## src/rtl/sg_pkg.sv

```systemverilog
package sg_pkg;
  typedef enum logic [1:0] {
    TGT_NONE   = 2'd0,
    TGT_SRAM   = 2'd1,
    TGT_PERIPH = 2'd2,
    TGT_CFG    = 2'd3
  } tgt_e;

  // Page i lives in page word i/32 (configuration word 1 + i/32), bit i%32.
  function automatic int page_word(input int idx);
    return idx / 32;
  endfunction

  function automatic int page_bit(input int idx);
    return idx % 32;
  endfunction
endpackage

```

## src/rtl/sg_decode.sv

```systemverilog
module sg_decode
  import sg_pkg::*;
#(
  parameter int ADDR_W      = 16,
  parameter int PAGE_LOG2   = 8,
  parameter int NUM_PAGES   = 96,
  parameter int NUM_PERIPH  = 16,
  parameter int SLOT_LOG2   = 8,
  parameter int PERIPH_BASE = 32'h8000,
  parameter int CFG_BASE    = 32'hF000,
  parameter int NUM_CFG     = 4,
  parameter int IDX_W       = 7,
  parameter int CW_W        = 2
) (
  input  logic [ADDR_W-1:0] addr,
  output tgt_e              tgt,
  output logic [IDX_W-1:0]  idx,
  output logic [CW_W-1:0]   cfg_word
);
  localparam logic [ADDR_W-1:0] SRAM_END = ADDR_W'(NUM_PAGES * (1 << PAGE_LOG2));
  localparam logic [ADDR_W-1:0] P_LO     = ADDR_W'(PERIPH_BASE);
  localparam logic [ADDR_W-1:0] P_HI     = ADDR_W'(PERIPH_BASE + NUM_PERIPH * (1 << SLOT_LOG2));
  localparam logic [ADDR_W-1:0] C_LO     = ADDR_W'(CFG_BASE);
  localparam logic [ADDR_W-1:0] C_HI     = ADDR_W'(CFG_BASE + 4 * NUM_CFG);

  logic [ADDR_W-1:0] p_off, c_off;
  assign p_off = addr - P_LO;
  assign c_off = addr - C_LO;

  always_comb begin
    tgt      = TGT_NONE;
    idx      = '0;
    cfg_word = '0;
    if (addr < SRAM_END) begin
      tgt = TGT_SRAM;
      idx = IDX_W'(addr >> PAGE_LOG2);
    end else if (addr >= P_LO && addr < P_HI) begin
      tgt = TGT_PERIPH;
      idx = IDX_W'(p_off >> SLOT_LOG2);
    end else if (addr >= C_LO && addr < C_HI) begin
      tgt      = TGT_CFG;
      cfg_word = CW_W'(c_off >> 2);
    end
  end
endmodule

```

## src/rtl/sg_cfg_regs.sv

```systemverilog
module sg_cfg_regs
  import sg_pkg::*;
#(
  parameter int NUM_PAGES  = 96,
  parameter int NUM_PERIPH = 16,
  parameter int IDX_W      = 7,
  parameter int CW_W       = 2
) (
  input  logic                            clk,
  input  logic                            rst_n,
  input  logic                            wr_en,
  input  logic [CW_W-1:0]                 word_sel,
  input  logic [31:0]                     wr_data,
  output logic [31:0]                     rd_data,
  input  logic [IDX_W-1:0]                idx,
  output logic                            page_sec,
  output logic                            slot_sec,
  output logic [NUM_PAGES+NUM_PERIPH-1:0] cfg_flat
);
  logic [NUM_PAGES-1:0]  page_q;
  logic [NUM_PERIPH-1:0] slot_q;

  for (genvar s = 0; s < NUM_PERIPH; s++) begin : g_slot
    always_ff @(posedge clk or negedge rst_n) begin
      if (!rst_n) slot_q[s] <= 1'b1;
      else if (wr_en && word_sel == '0) slot_q[s] <= wr_data[s];
    end
  end

  for (genvar p = 0; p < NUM_PAGES; p++) begin : g_page
    localparam int WORD = 1 + page_word(p);
    localparam int BIT  = page_bit(p);
    always_ff @(posedge clk or negedge rst_n) begin
      if (!rst_n) page_q[p] <= 1'b1;
      else if (wr_en && word_sel == CW_W'(WORD)) page_q[p] <= wr_data[BIT];
    end
  end

  always_comb begin
    rd_data = '0;
    if (word_sel == '0) begin
      for (int s = 0; s < NUM_PERIPH; s++) rd_data[s] = slot_q[s];
    end
    for (int p = 0; p < NUM_PAGES; p++) begin
      if (word_sel == CW_W'(1 + page_word(p))) rd_data[page_bit(p)] = page_q[p];
    end
  end

  always_comb begin
    page_sec = 1'b1;
    slot_sec = 1'b1;
    for (int p = 0; p < NUM_PAGES; p++)
      if (idx == IDX_W'(p)) page_sec = page_q[p];
    for (int s = 0; s < NUM_PERIPH; s++)
      if (idx == IDX_W'(s)) slot_sec = slot_q[s];
  end

  assign cfg_flat = {page_q, slot_q};
endmodule

```

## src/rtl/sg_gate.sv

```systemverilog
module sg_gate
  import sg_pkg::*;
(
  input  logic valid,
  input  logic secure,
  input  logic write,
  input  tgt_e tgt,
  input  logic page_sec,
  input  logic slot_sec,
  output logic blocked,
  output logic fwd,
  output logic cfg_wr
);
  logic target_secure;
  logic allow;

  always_comb begin
    unique case (tgt)
      TGT_SRAM:   target_secure = page_sec;
      TGT_PERIPH: target_secure = slot_sec;
      default:    target_secure = 1'b1;
    endcase
  end

  assign allow   = secure || !target_secure;
  assign blocked = valid && !allow;
  assign fwd     = valid && allow && (tgt != TGT_CFG);
  assign cfg_wr  = valid && secure && write && (tgt == TGT_CFG);
endmodule

```

## src/rtl/sg_fault.sv

```systemverilog
module sg_fault #(
  parameter int ADDR_W = 16
) (
  input  logic              clk,
  input  logic              rst_n,
  input  logic              blocked,
  input  logic [ADDR_W-1:0] addr,
  output logic              fault,
  output logic [ADDR_W-1:0] fault_addr
);
  always_ff @(posedge clk or negedge rst_n) begin
    if (!rst_n) begin
      fault      <= 1'b0;
      fault_addr <= '0;
    end else begin
      fault <= blocked;
      if (blocked) fault_addr <= addr;
    end
  end
endmodule

```

## src/rtl/sec_gate.sv

```systemverilog
module sec_gate
  import sg_pkg::*;
#(
  parameter int ADDR_W      = 16,
  parameter int PAGE_LOG2   = 8,
  parameter int NUM_PAGES   = 96,
  parameter int NUM_PERIPH  = 16,
  parameter int SLOT_LOG2   = 8,
  parameter int PERIPH_BASE = 32'h8000,
  parameter int CFG_BASE    = 32'hF000
) (
  input  logic              clk,
  input  logic              rst_n,
  input  logic              acc_valid,
  input  logic              acc_secure,
  input  logic              acc_write,
  input  logic [ADDR_W-1:0] acc_addr,
  input  logic [31:0]       acc_wdata,
  output logic [31:0]       acc_rdata,
  output logic              dn_valid,
  output logic              dn_write,
  output logic [ADDR_W-1:0] dn_addr,
  output logic [31:0]       dn_wdata,
  input  logic [31:0]       dn_rdata,
  output logic              fault,
  output logic [ADDR_W-1:0] fault_addr
);
  localparam int PAGE_WORDS = (NUM_PAGES + 31) / 32;
  localparam int NUM_CFG    = 1 + PAGE_WORDS;
  localparam int CW_W       = (NUM_CFG > 1) ? $clog2(NUM_CFG) : 1;
  localparam int IDX_MAX    = (NUM_PAGES > NUM_PERIPH) ? NUM_PAGES : NUM_PERIPH;
  localparam int IDX_W      = (IDX_MAX > 1) ? $clog2(IDX_MAX) : 1;
  localparam int CFG_BITS   = NUM_PAGES + NUM_PERIPH;

  tgt_e                tgt;
  logic [IDX_W-1:0]    idx;
  logic [CW_W-1:0]     cfg_word;
  logic [31:0]         cfg_rd;
  logic                page_sec, slot_sec;
  logic                blocked, fwd, cfg_wr;
  logic                is_cfg;
  logic [CFG_BITS-1:0] cfg_flat;

  sg_decode #(
    .ADDR_W(ADDR_W), .PAGE_LOG2(PAGE_LOG2), .NUM_PAGES(NUM_PAGES),
    .NUM_PERIPH(NUM_PERIPH), .SLOT_LOG2(SLOT_LOG2), .PERIPH_BASE(PERIPH_BASE),
    .CFG_BASE(CFG_BASE), .NUM_CFG(NUM_CFG), .IDX_W(IDX_W), .CW_W(CW_W)
  ) i_decode (
    .addr(acc_addr), .tgt(tgt), .idx(idx), .cfg_word(cfg_word)
  );

  sg_cfg_regs #(
    .NUM_PAGES(NUM_PAGES), .NUM_PERIPH(NUM_PERIPH), .IDX_W(IDX_W), .CW_W(CW_W)
  ) i_cfg (
    .clk(clk), .rst_n(rst_n), .wr_en(cfg_wr), .word_sel(cfg_word),
    .wr_data(acc_wdata), .rd_data(cfg_rd), .idx(idx),
    .page_sec(page_sec), .slot_sec(slot_sec), .cfg_flat(cfg_flat)
  );

  sg_gate i_gate (
    .valid(acc_valid), .secure(acc_secure), .write(acc_write), .tgt(tgt),
    .page_sec(page_sec), .slot_sec(slot_sec),
    .blocked(blocked), .fwd(fwd), .cfg_wr(cfg_wr)
  );

  sg_fault #(.ADDR_W(ADDR_W)) i_fault (
    .clk(clk), .rst_n(rst_n), .blocked(blocked), .addr(acc_addr),
    .fault(fault), .fault_addr(fault_addr)
  );

  assign is_cfg    = (tgt == TGT_CFG);
  assign dn_valid  = fwd;
  assign dn_write  = fwd && acc_write;
  assign dn_addr   = acc_addr;
  assign dn_wdata  = acc_wdata;
  assign acc_rdata = blocked ? 32'h0 : (is_cfg ? cfg_rd : dn_rdata);
endmodule

```

## config.mk

```make
export PLATFORM = sky130hd
export DESIGN_NAME = sec_gate
export DESIGN_NICKNAME = d
export VERILOG_FILES = /design/src/rtl/sg_pkg.sv /design/src/rtl/sg_decode.sv /design/src/rtl/sg_cfg_regs.sv /design/src/rtl/sg_gate.sv /design/src/rtl/sg_fault.sv /design/src/rtl/sec_gate.sv
export SDC_FILE = /design/constraint.sdc
export NUM_CORES = 1
export LEC_CHECK = 0
export ABC_CLOCK_PERIOD_IN_PS = 3000
export BUFFER_PORTS_ARGS = -buffer_cell sky130_fd_sc_hd__buf_4
export CORE_MARGIN = 2
export CORE_UTILIZATION = 50
export DETAILED_ROUTE_END_ITERATION = 16
export PLACE_DENSITY = 0.77
export SYNTH_ARGS = -nofsm -noshare
export SYNTH_HDL_FRONTEND = slang
export SYNTH_SLANG_ARGS = --single-unit
```

## constraint.sdc

```tcl
create_clock -name clk -period 3 [get_ports clk]
set_clock_uncertainty 0.15 [all_clocks]
set_input_delay 0.3 -clock clk [delete_from_list [all_inputs] [get_ports clk]]
set_output_delay 0.3 -clock clk [all_outputs]
set_load 0.005 [all_outputs]
```

==> qor_table.md <==
| Item | Reported | Unit |
|---|---|---|
| Post-synthesis cell type count | 78 | - |
| Post-route ant nets | 0 | - |
| Worst R2R End | i_fault.fault_addr[6] | - |
| Headroom to the max-slew limit | 55.0 | % |
| Cell Area, Placed | 11,400 | um^2 |
| Clock tree from TritonCTS | yes | - |
| Final standard cell area without fillers | 13,100 | um^2 |
| Worst flop-to-flop path startpoint | i_cfg.cfg_flat[70] | - |
| Detailed-routing iteration count for the pre-antenna-repair pass | 5 | - |
| CTS Root Buffer Type | sky130_fd_sc_hd__clkbuf_16 | - |
| Worst Max-Slew Pin Slew | 0.675 | ns |
| Clock edge transition at the registers on the reported setup and hold paths | 0.06 | ns |
| Top post-synthesis cells by area | sky130_fd_sc_hd__dfstp_2, sky130_fd_sc_hd__mux2_2, sky130_fd_sc_hd__dfrtp_1, sky130_fd_sc_hd__buf_4, sky130_fd_sc_hd__mux4_2 | - |
| Setup Slack @ Placement | -0.902 | ns |
| N_diodes | 0 | - |
| Slowest cell on crit path | sky130_fd_sc_hd__or3_4 | - |
| Mean cell area of the mapped netlist | 10.4 | um^2 |
| Register Area | 3370 | um^2 |
| Total via count after detailed routing | 8,604 | - |
| Starting density of the core | 51.5 | % |
| Filler Cell Count | 1,047 | - |
| Std cell rows | 47 | - |
| H-tree lvl count | 4 | - |
| Cell breakdown of the critical path | buf_8, or3_4, buf_12, buf_4, a21oi_2, buf_4, o21ai_1, a31oi_1, or2_4, o31ai_4, o211ai_1, nand3_1, a211oi_4, nor2b_4, buf_4, buf_6, a21oi_2, buf_4 | - |
| Endpoints failing setup | 51 | - |
| RSZ-0062 raised after global routing | true | - |
| Clock buffer count from CTS | 17 | - |
| Leftover overflow at the end of global routing | 0 | - |
| Insertion delay to the later sink of the worst-skew pair | 0.43 | ns |
| Pwr/cell area | 380 | nW/um^2 |
| Reg-to-reg setup timing slack | -0.47 | ns |
| Number of DRC violations after detailed-routing iteration 0 | 813 | - |
| Final HPWL from detailed placement | 23.3 | mm |
| Yosys warnings | 0 | - |
| Vias in the first global route | 8,440 | - |
| Combined area of all synthesized cells | 8570 | um^2 |
| Required arrival time at the worst endpoint | 2.55 | ns |
| Die outline area | 18,200 | um^2 |
| Max-cap viol count | 0 | - |
| Hold WC Path Type | in2reg | - |
| Part of the Yosys area used for sequential elements | 39.3 | % |
| Critical setup path kind | in2out | - |
| Violated checks | setup timing | - |
| Worst Hold Launch | acc_addr[12] | - |
| Most frequent cell on the critical path | sky130_fd_sc_hd__buf_4 | - |
| Crit path capture type | output pin | - |
| All-layer global routing usage | 35.1 | % |
| Cell count after synthesis | 823 | - |
| Post-Route WL | 33.0 | mm |
| RD Place Congestion | 1.06 | - |
| Core occupancy in the finished layout | 79.0 | % |
| Area taken by multi-input logic gates | 5180 | um^2 |
| Number of flops mapped to enable cells by yosys | 0 | - |
| Cell taking the most area after synthesis | sky130_fd_sc_hd__dfstp_2 | - |
| Maximum number of pins on one net before global-route repair | 65 | - |
| Crit path largest cell delay | 0.43 | ns |
| Number of cells on the worst reg-to-reg path | 15 | - |
| Post-layout worst setup margin | -0.828 | ns |
| Mean number of vias per cell | 6.12 | - |
| Final period util | 128 | % |
| Proportion of synthesized flip-flops having asynchronous set or reset | 100 | % |
| Synthesized Nets | 908 | - |
| Post-layout min period | 3.83 | ns |
| Routed length per instance | 23.5 | um |
| Run status | finished with violations | - |
| Initial antenna violation count | 0 | - |
| Post-synth top flop | sky130_fd_sc_hd__dfstp_2 | - |
| Max Transition Viols Final | 0 | - |
| Max Clk Rate | 261 | MHz |
| Final Hold Viols | 0 | - |
| Post-synth top area share | 34.4 | % |
| Worst EP arrival | 3.38 | ns |
| Wire length of the first global-routing pass | 48.5 | mm |
| Number of port buffers | 183 | - |
| Worst IR Drop VDD | 0.000401 | V |
| Share of post-route cells with drive strength above 1 | 69.3 | % |
| Number of clock sinks | 129 | - |
| Static leakage | 0.00576 | uW |
| Number of primary I/O pins | 184 | - |
| Max FO, Critical Path | 6 | - |
| Count of nets after finishing | 1,259 | - |
| Chip width | 135 | um |
| Number of register bits inferred by synthesis | 129 | - |
| Fin Setup TNS | -33.64 | ns |
| Vert. Die Dim | 135 | um |
| Number of design rule violations left after detail routing | 0 | - |
| Final hold slack | 0.199 | ns |
| Max Root-Sink Buffers | 2 | - |
| Worst hold path depth | 3 | - |
| Area inside the core boundary | 16,600 | um^2 |
| Category of the worst setup path launch point | primary input | - |
| Worst Hold End | i_fault.fault_addr[12] | - |
| Area growth from synthesis to layout | 53.5 | % |
==> flip-flops by register name, indices dropped and copies added, names as in the netlist <==
signal and flops:
i_cfg.cfg_flat 112, i_fault.fault_addr 16, i_fault.fault 1
==> metrics by stage <==
stage                     power, uW  cells
after floorplan                2300    823
after global placement         2850   1314
after detailed placement       2860   1314
after CTS                      4860   1390
after global routing           5160   1407
final                          5000   1407
==> worst max-delay path by stage <==
stage,cells past startpoint,startpoint,end
5_1_grt,17,acc_addr[14],acc_rdata[28]
3_5_place_dp,15,acc_addr[14],acc_rdata[31]
3_3_place_gp,15,acc_addr[14],acc_rdata[31]
6_report,18,acc_addr[14],acc_rdata[13]
2_1_floorplan,14,acc_addr[15],acc_rdata[10]
4_1_cts,13,i_cfg.cfg_flat[50],acc_rdata[21]
==> metal layers <==
metal	wire length, um	up-vias	GRT usage [%]
met5	0	-	0
met4	854	0	10.6
met3	2670	63	7.36
met2	15800	409	57.0
met1	13700	4373	47.5
li1	-	3759	-
==> kinds of logic (layout without fill, tap and decap cells) <==
kind of cell | after synthesis | count (layout) | share of synthesized area, %
AO/OA/AOI/OAI | 200 | 200 | 16.1
XOR/XNOR | 1 | 1 | 0.102
buffers and inverters | 119 | 483 | 7.92
flip-flops | 129 | 129 | 39.3
multiplexers | 172 | 172 | 24.6
AND/OR/NAND/NOR | 202 | 202 | 11.9
==> worst max-delay path, delay by kind of cell <==
kind | cells | cell delay, ns
AND/OR/NAND/NOR | 4 | 0.88
buffers and inverters | 7 | 0.99
AO/OA/AOI/OAI | 7 | 1.20
==> layout by cell type, fill, tap and decap left out, types with 5 or more instances in the layout <==
cell and n:
sky130_fd_sc_hd__o21ai_0 18, sky130_fd_sc_hd__a21oi_1 23, sky130_fd_sc_hd__inv_6 5, sky130_fd_sc_hd__dfstp_2 112, sky130_fd_sc_hd__a221oi_1 17, sky130_fd_sc_hd__nor2b_1 5
sky130_fd_sc_hd__a21oi_2 24, sky130_fd_sc_hd__mux4_2 16, sky130_fd_sc_hd__mux2_4 15, sky130_fd_sc_hd__o22ai_1 7, sky130_fd_sc_hd__dfrtp_1 17, sky130_fd_sc_hd__buf_4 364
sky130_fd_sc_hd__o211ai_1 7, sky130_fd_sc_hd__nand2b_1 8, sky130_fd_sc_hd__and3_1 5, sky130_fd_sc_hd__buf_6 21, sky130_fd_sc_hd__nor3_1 6, sky130_fd_sc_hd__buf_12 12
sky130_fd_sc_hd__mux2_2 130, sky130_fd_sc_hd__o21ai_1 12, sky130_fd_sc_hd__nand3_1 12, sky130_fd_sc_hd__nand2_1 63, sky130_fd_sc_hd__dlygate4sd3_1 39, sky130_fd_sc_hd__mux2i_1 7
sky130_fd_sc_hd__clkbuf_16 20, sky130_fd_sc_hd__inv_1 5, sky130_fd_sc_hd__nor3_2 15, sky130_fd_sc_hd__nor2_1 39
==> what timing repair did <==
| item | in CTS | in global routing |
|---|---|---|
| cloned | 2 | 3 |
| endpoints found under the setup margin | 51 | 51 |
| hold endpoints to repair | 114 | 0 |
| pin swaps | 5 | 16 |
| gates resized for setup | 44 | 103 |
| hold buffers | 39 | 0 |
| setup buffers | 3 | 15 |
==> synth_stat cells, drive strengths merged, types with 4 or more instances <==
| master | n |
|---|---|
| mux2 | 148 |
| dfstp | 112 |
| buf | 77 |
| nand2 | 65 |
| a21oi | 48 |
| nor2 | 42 |
| o21ai | 36 |
| clkbuf | 35 |
| nor3 | 24 |
| a221oi | 19 |
| dfrtp | 17 |
| mux4 | 16 |
| nand3 | 12 |
| nor2b | 10 |
| a211oi | 9 |
| o22ai | 9 |
| mux2i | 8 |
| nand2b | 8 |
| a31oi | 7 |
| and3 | 7 |
| o211ai | 7 |
| o31ai | 7 |
| a22oi | 6 |
| inv | 6 |
| and2 | 5 |
| nor4 | 5 |
| o221ai | 5 |
| a21o | 4 |
| a311oi | 4 |
| a32o | 4 |
| nand3b | 4 |
| o32ai | 4 |
| or2 | 4 |
| or3 | 4 |
==> final cells by class <==
class,instances,share of cell area [%]
clock inverter,14,0.809
tap,220,2.09
timing repair buffer,444,28.6
sequential,129,25.6
inverter,7,0.200
multi-input combinational,575,39.4
clock buffer,18,3.26
==> power by group <==
group / switching [uW] / internal, uW
combinational: 555 / 674
sequential: 36.6 / 1810
clock: 858 / 1060
(Power assumes the default switching activity.)
